File: src/rtl/uart_lite_pkg.sv
package uart_lite_pkg;
  typedef enum logic [1:0] {RX_IDLE, RX_START, RX_DATA, RX_STOP} rx_state_e;
  localparam logic [1:0] ADR_DATA = 2'd0;
  localparam logic [1:0] ADR_STAT = 2'd1;
  localparam int STAT_RX_BIT = 0;
  localparam int STAT_TX_BIT = 1;
  localparam int OVS = 4;  // ticks per bit
endpackage

File: src/rtl/uart_baud_tick.sv
module uart_baud_tick #(
  parameter int BAUD_DIV = 1
) (
  input  logic clk_i,
  input  logic rst_ni,
  input  logic ref_i,
  output logic tick_o
);
  logic [2:0] ref_q;
  logic       rise;

  always_ff @(posedge clk_i or negedge rst_ni)
    if (!rst_ni) ref_q <= '0;
    else         ref_q <= {ref_q[1:0], ref_i};

  assign rise = ref_q[1] & ~ref_q[2];

  generate
    if (BAUD_DIV <= 1) begin : g_nodiv
      assign tick_o = rise;
    end else begin : g_div
      localparam int CW = $clog2(BAUD_DIV);
      localparam logic [CW-1:0] LAST = CW'(BAUD_DIV - 1);
      logic [CW-1:0] cnt_q;
      always_ff @(posedge clk_i or negedge rst_ni)
        if (!rst_ni) cnt_q <= '0;
        else if (rise) cnt_q <= (cnt_q == LAST) ? '0 : cnt_q + 1'b1;
      assign tick_o = rise && (cnt_q == LAST);
    end
  endgenerate

  AST_TICK_SINGLE: assert property (@(posedge clk_i) disable iff (!rst_ni)
    tick_o |=> !tick_o);
endmodule

File: src/rtl/uart_tx_path.sv
module uart_tx_path (
  input  logic       clk_i,
  input  logic       rst_ni,
  input  logic       tick_i,
  input  logic       wr_i,
  input  logic [7:0] wr_data_i,
  output logic       txd_o,
  output logic       empty_o
);
  import uart_lite_pkg::*;

  logic [7:0] hold_q;
  logic       hold_full_q;
  logic [9:0] sh_q;
  logic       busy_q;
  logic [1:0] sub_q;
  logic [3:0] bit_q;
  logic       bit_end, frame_end, load;

  assign bit_end   = busy_q && tick_i && (sub_q == 2'(OVS - 1));
  assign frame_end = bit_end && (bit_q == 4'd9);
  assign load      = hold_full_q && tick_i && (!busy_q || frame_end);

  always_ff @(posedge clk_i or negedge rst_ni)
    if (!rst_ni) begin
      hold_q      <= '0;
      hold_full_q <= 1'b0;
    end else if (wr_i && !hold_full_q) begin
      hold_q      <= wr_data_i;
      hold_full_q <= 1'b1;
    end else if (load) begin
      hold_full_q <= 1'b0;
    end

  always_ff @(posedge clk_i or negedge rst_ni)
    if (!rst_ni) begin
      sh_q   <= '1;
      busy_q <= 1'b0;
      sub_q  <= '0;
      bit_q  <= '0;
    end else if (load) begin
      sh_q   <= {1'b1, hold_q, 1'b0};
      busy_q <= 1'b1;
      sub_q  <= '0;
      bit_q  <= '0;
    end else if (busy_q && tick_i) begin
      sub_q <= sub_q + 1'b1;
      if (bit_end) begin
        if (frame_end) busy_q <= 1'b0;
        else begin
          sh_q  <= {1'b1, sh_q[9:1]};
          bit_q <= bit_q + 1'b1;
        end
      end
    end

  assign txd_o   = sh_q[0];
  assign empty_o = ~hold_full_q;

  AST_TX_START_ON_TICK: assert property (@(posedge clk_i) disable iff (!rst_ni)
    $rose(busy_q) |-> $past(tick_i));
  AST_TX_DROP_FULL: assert property (@(posedge clk_i) disable iff (!rst_ni)
    (wr_i && hold_full_q) |=> (hold_q == $past(hold_q)));
  AST_TX_GAPLESS: assert property (@(posedge clk_i) disable iff (!rst_ni)
    (frame_end && hold_full_q) |=> (busy_q && !txd_o));
  AST_TX_IDLE_HIGH: assert property (@(posedge clk_i) disable iff (!rst_ni)
    $fell(busy_q) |-> $past(txd_o));
endmodule

File: src/rtl/uart_rx_path.sv
module uart_rx_path (
  input  logic       clk_i,
  input  logic       rst_ni,
  input  logic       tick_i,
  input  logic       rxd_i,
  output logic [7:0] byte_o,
  output logic       valid_o
);
  import uart_lite_pkg::*;

  logic [1:0] sync_q;
  logic       rx_s;
  rx_state_e  st_q;
  logic [1:0] cnt_q;
  logic [2:0] bit_q;
  logic [7:0] sh_q;

  always_ff @(posedge clk_i or negedge rst_ni)
    if (!rst_ni) sync_q <= 2'b11;
    else         sync_q <= {sync_q[0], rxd_i};
  assign rx_s = sync_q[1];

  always_ff @(posedge clk_i or negedge rst_ni)
    if (!rst_ni) begin
      st_q    <= RX_IDLE;
      cnt_q   <= '0;
      bit_q   <= '0;
      sh_q    <= '0;
      valid_o <= 1'b0;
    end else begin
      valid_o <= 1'b0;
      if (tick_i) begin
        unique case (st_q)
          RX_IDLE:  if (!rx_s) st_q <= RX_START;
          // second tick after the edge: confirm the start bit
          RX_START: if (rx_s) st_q <= RX_IDLE;
                    else begin
                      st_q  <= RX_DATA;
                      cnt_q <= '0;
                      bit_q <= '0;
                    end
          RX_DATA: begin
            cnt_q <= cnt_q + 1'b1;
            if (cnt_q == 2'(OVS - 1)) begin
              sh_q  <= {rx_s, sh_q[7:1]};
              bit_q <= bit_q + 1'b1;
              if (bit_q == 3'd7) st_q <= RX_STOP;
            end
          end
          RX_STOP: begin
            cnt_q <= cnt_q + 1'b1;
            if (cnt_q == 2'(OVS - 1)) begin
              st_q    <= RX_IDLE;
              valid_o <= rx_s;
            end
          end
          default: st_q <= RX_IDLE;
        endcase
      end
    end

  assign byte_o = sh_q;

  AST_RX_FALSE_START: assert property (@(posedge clk_i) disable iff (!rst_ni)
    (st_q == RX_START && tick_i && rx_s) |=> (st_q == RX_IDLE && !valid_o));
  AST_RX_STOP_HIGH: assert property (@(posedge clk_i) disable iff (!rst_ni)
    valid_o |-> $past(rx_s));
endmodule

File: src/rtl/uart_lite.sv
module uart_lite #(
  parameter int BAUD_DIV = 1
) (
  input  logic       clk_i,
  input  logic       rst_ni,
  input  logic       stb_i,
  input  logic       we_i,
  input  logic [1:0] adr_i,
  input  logic [7:0] dat_i,
  output logic [7:0] dat_o,
  output logic       ack_o,
  input  logic       baud_ref_i,
  input  logic       rxd_i,
  output logic       txd_o,
  output logic       irq_tx_o,
  output logic       irq_rx_o
);
  import uart_lite_pkg::*;

  logic       tick, tx_wr, tx_empty, rx_valid, rd_data;
  logic [7:0] rx_byte, rx_data_q, status;
  logic       rx_rdy_q;

  uart_baud_tick #(.BAUD_DIV(BAUD_DIV)) i_tick (
    .clk_i(clk_i), .rst_ni(rst_ni), .ref_i(baud_ref_i), .tick_o(tick));

  assign tx_wr   = stb_i && we_i && (adr_i == ADR_DATA);
  assign rd_data = stb_i && !we_i && (adr_i == ADR_DATA);

  uart_tx_path i_tx (
    .clk_i(clk_i), .rst_ni(rst_ni), .tick_i(tick), .wr_i(tx_wr),
    .wr_data_i(dat_i), .txd_o(txd_o), .empty_o(tx_empty));

  uart_rx_path i_rx (
    .clk_i(clk_i), .rst_ni(rst_ni), .tick_i(tick), .rxd_i(rxd_i),
    .byte_o(rx_byte), .valid_o(rx_valid));

  always_ff @(posedge clk_i or negedge rst_ni)
    if (!rst_ni) begin
      rx_data_q <= '0;
      rx_rdy_q  <= 1'b0;
    end else if (rx_valid) begin
      rx_data_q <= rx_byte;
      rx_rdy_q  <= 1'b1;
    end else if (rd_data) begin
      rx_rdy_q  <= 1'b0;
    end

  always_comb begin
    status = '0;
    status[STAT_RX_BIT] = rx_rdy_q;
    status[STAT_TX_BIT] = tx_empty;
    unique case (adr_i)
      ADR_DATA: dat_o = rx_data_q;
      ADR_STAT: dat_o = status;
      default:  dat_o = '0;
    endcase
  end

  assign ack_o    = stb_i;
  assign irq_tx_o = tx_empty;
  assign irq_rx_o = rx_rdy_q;

  AST_IRQ_RX_CLEAR: assert property (@(posedge clk_i) disable iff (!rst_ni)
    (rd_data && !rx_valid) |=> !irq_rx_o);
  AST_IRQ_RX_SET: assert property (@(posedge clk_i) disable iff (!rst_ni)
    rx_valid |=> irq_rx_o);
endmodule

File: config.mk
export PLATFORM = sky130hd
export DESIGN_NAME = uart_lite
export DESIGN_NICKNAME = d
export VERILOG_FILES = /design/src/rtl/uart_lite_pkg.sv /design/src/rtl/uart_baud_tick.sv /design/src/rtl/uart_tx_path.sv /design/src/rtl/uart_rx_path.sv /design/src/rtl/uart_lite.sv
export SDC_FILE = /design/constraint.sdc
export NUM_CORES = 1
export LEC_CHECK = 0
export BUFFER_PORTS_ARGS = -buffer_cell sky130_fd_sc_hd__buf_2
export CORE_ASPECT_RATIO = 1.4
export CORE_MARGIN = 2
export CORE_UTILIZATION = 27
export CTS_BUF_LIST = sky130_fd_sc_hd__clkbuf_4
export DETAILED_ROUTE_END_ITERATION = 12
export PLACE_DENSITY = 0.5
export RECOVER_POWER = 25
export SYNTH_ARGS = -nofsm -noshare
export SYNTH_HDL_FRONTEND = slang
export SYNTH_SLANG_ARGS = --single-unit
File: constraint.sdc
create_clock -name clk_i -period 1.8 [get_ports clk_i]
set_clock_uncertainty 0.1 [all_clocks]
set_input_delay 0.45 -clock clk_i [delete_from_list [all_inputs] [get_ports clk_i]]
set_output_delay 0.45 -clock clk_i [all_outputs]
set_load 0.02 [all_outputs]
==> metrics.md <==
| Metric | Value |
|---|---|
| Status | `complete, no violations` |
| Cell variety after synth | `33` |
| Cells after Synth | `187` |
| Endpoints failing setup | `0` |
| Share of cells above drive strength 1 | `48.3%` |
| Synth area leader | `dfrtp_1` |
| Clk pwr share | `16.7%` |
| H-tree levels | `2` |
| Fin area | `2960 µm²` |
| Synth warnings | `0` |
| Sequential-to-total area share from yosys stat | `56.6%` |
| Synth top area share | `44.9%` |
| CP Launch Type | `flip-flop` |
| Worst-Margin Slew | `627 ps` |
| VDD IR max | `~0.0005 V` |
| Avg WL per Cell | `about 12 µm` |
| DP HPWL | `3030 µm` |
| Post-synth EDFFs | `0` |
| Wire length on met1 | `about 1700 µm` |
| Ant diodes | `0` |
| Total congestion overflow | `0` |
| Vias in the first global route | `1478` |
| Met3 wire len | `116 µm` |
| # IOs | `28` |
| Net Sw Power | `a little under 1000 µW` |
| Critical path arrival | `1250 ps` |
| Synthesized area per cell | `13.1 µm²` |
| Met2 Wirelength | `2260 µm` |
| Slew Limit Fails | `0` |
| Internal power | `2340 µW` |
| Combinational fraction of design power | `between 20% and 30%` |
| Global-route wire length before repair | `6630 µm` |
| Placed inst area | `2850 µm²` |
| RSZ-0062 raised after global routing | `true` |
| Fraction of registers with async set/reset | `100%` |
| Fmax | `557 MHz` |
| CTS root buffer | `clkbuf_4` |
| Final worst path period share | `between 90 and 100%` |
| Die area | `9880 µm²` |
| Sw frac | `between 20 and 30%` |
| Post-synth top cells | `44 x dfrtp_1, 30 x mux2_2, 13 x nand2_1, 11 x dfstp_2, 10 x mux2_4` |
| Sinks on Clock Net | `55` |
| Count of final hold-check violations | `0` |
| TritonCTS clock tree | `done` |
| Count leader, synth | `dfrtp_1` |
| Max-Cap Viols | `0` |
| Largest net degree at the start of global routing | `24` |
| Post-route ant nets | `0` |
| Seq pwr share | `53.8%` |
| Primary FF master, synth | `dfrtp_1` |
| Netlist Area Pre-Place | `approximately 2500 µm²` |
| CP Max Fanout | `2` |
| Die W | `between 80 and 90 µm` |
| Leak Pwr | `0.00145 µW` |
| DRT Wirelength | `4140 µm` |
| Clk_lat worst skew | `370 ps` |
| Highest routed layer | `met4` |
| Initial DRC Count | `61` |
| DRT Pass-1 Iters | `4` |
| Die H | `117 µm` |
| Max Root-Sink Buffers | `2` |
| Net count, final | `261` |
| Mapped Nets | `about 210` |
| Initial Utilization | `27.5%` |
| Antenna violations before repair | `0` |
| GRT Resource Usage Total | `8.39%` |
| Synthesis-to-layout area growth | `20.7%` |
| Residual DRC | `0` |
| Reg clk slew, reported paths | `160 ps` |
| Kind of critical path | `reg -> out` |
| Fill cell instance count of the final layout | `935` |
| Final min period | `1800 ps` |
| Final core utilization | `between 30 and 40%` |
| Row count | `41` |
| IO Port Bufs | `27` |
| FF+latch count, synth | `55` |
| Area contributors post-synth | `dfrtp_1 45%, mux2_2 14%, dfstp_2 12%` |
| Hold Crit Class | `in -> reg` |
| Post-DR vias/cell | `4.42` |
| Num CTS Buffers | `5` |
| Max_slew headroom | `58.2%` |
| Worst Path Required | `1250 ps` |
| Power density cells | `1120 nW/µm²` |
| CP endpoint kind | `output port` |
| Core Region | `around 8900 µm²` |
| GP Congestion | `slightly above 0.7` |
| Vias | `1535` |
[through the flow]
step                setup TNS, ps  cells  hold slack [ps]  power [µW]  setup slack, ps
floorplan                       0    187             54.4        2360             23.5
global placement            -29.6    333              239        2660            -6.90
detailed placement           -139    333              236        2680            -35.9
CTS                         -53.2    345             39.8        3310            -50.3
global route                -1410    347             26.4        3560             -123
finish                          0    347             61.8        3310             4.14
[power by group through the flow]
stage	combinational, µW	clock, µW	sequential [µW]
6_report	976	551	1780
3_5_place_dp	882	0	1800
3_3_place_gp	863	0	1800
4_1_cts	942	592	1770
2_1_floorplan	614	0	1740
5_1_grt	1110	634	1820
[logic make-up (layout without fill, tap and decap cells)]
kind of cell / count (synthesis) / in the layout / share of synthesized area, %
xor gates and xnor gates: 1 / 1 / 0.357
buffers and inverters: 12 / 65 / 2.55
AOI/OAI and AO/OA: 18 / 18 / 4.64
adders and majority gates: 6 / 6 / 3.06
muxes: 45 / 45 / 21.9
DFF: 55 / 55 / 56.6
and+or+nand+nor: 50 / 50 / 10.9
[per-layer routing]
| layer | GRT usage, % | vias up |
|---|---|---|
| li1 | - | 760 |
| met1 | 9.82 | 752 |
| met2 | 15.0 | 19 |
| met3 | 2.17 | 4 |
| met4 | 2.86 | 0 |
| met5 | 0 | - |
[flip-flops by register name (all words and copies together) (netlist names), named ones only]
register and cells:
irq_rx_o 1, i_tx.busy_q 1, rx_data_q 8, i_tick.ref_q 3, i_rx.bit_q 3, i_tx.sub_q 2
i_tx.sh_q 9, i_tx.bit_q 4, i_rx.sync_q 2, i_rx.valid_o 1, i_rx.byte_o 8, i_tx.hold_full_q 1
i_rx.cnt_q 2, i_rx.st_q 1, i_tx.hold_q 8
[cell type report]
cell class	count	area, µm²	share of cell area [%]
Sequential cell	55	1390	46.9
Clock buffer	5	37.5	1.27
Inverter	5	21.3	0.718
Multi-Input combinational cell	120	1020	34.6
Clock inverter	3	22.5	0.760
Tap cell	107	134	4.52
Timing Repair Buffer	52	333	11.2
[what timing repair did]
action	4_1_cts	5_1_grt
setup buffers	3	1
endpoints found under the hold margin	6	0
endpoints found under the setup margin	7	11
gates cloned	0	1
hold buffers	1	0
pin swaps	2	2
resized for setup	5	10
[layout by cell type (no fill, tap or decap), types with 2 or more instances in the layout]
| cell type | instances |
|---|---|
| and2_1 | 9 |
| nand3b_1 | 2 |
| nand2_1 | 13 |
| mux2_2 | 30 |
| ha_1 | 4 |
| a21oi_1 | 2 |
| and3_1 | 4 |
| nand2b_1 | 2 |
| dfstp_2 | 11 |
| o21ai_0 | 9 |
| nor2b_1 | 4 |
| buf_2 | 25 |
| nor2_1 | 6 |
| mux2i_1 | 5 |
| mux2_4 | 10 |
| buf_6 | 3 |
| nand3_1 | 5 |
| clkbuf_2 | 2 |
| inv_1 | 3 |
| dfrtp_1 | 44 |
| clkbuf_4 | 5 |
| buf_4 | 20 |
[worst paths after layout]
kind                            cells after the start             start  slack [ps]              end
worst max-delay path                                5  i_tx.hold_full_q           4         dat_o[1]
worst min-delay path                                1             rxd_i          60   i_rx.sync_q[0]
worst max register to register                      7     i_tx.bit_q[1]          10     i_tx.sh_q[4]
worst min register to register                      0   i_tick.ref_q[0]         270  i_tick.ref_q[1]
max in group asynchronous                           3            rst_ni         170     rx_data_q[6]
min in group asynchronous                           2            rst_ni         480    i_tx.sub_q[0]
[critical path, cell delays in order (launching register included)]
cell and delay, ps:
dfrtp_1 420, buf_6 130, inv_4 40, mux2i_1 60, nor2_1 80, buf_4 140
Note: power is estimated with default switching activity, not from simulation.
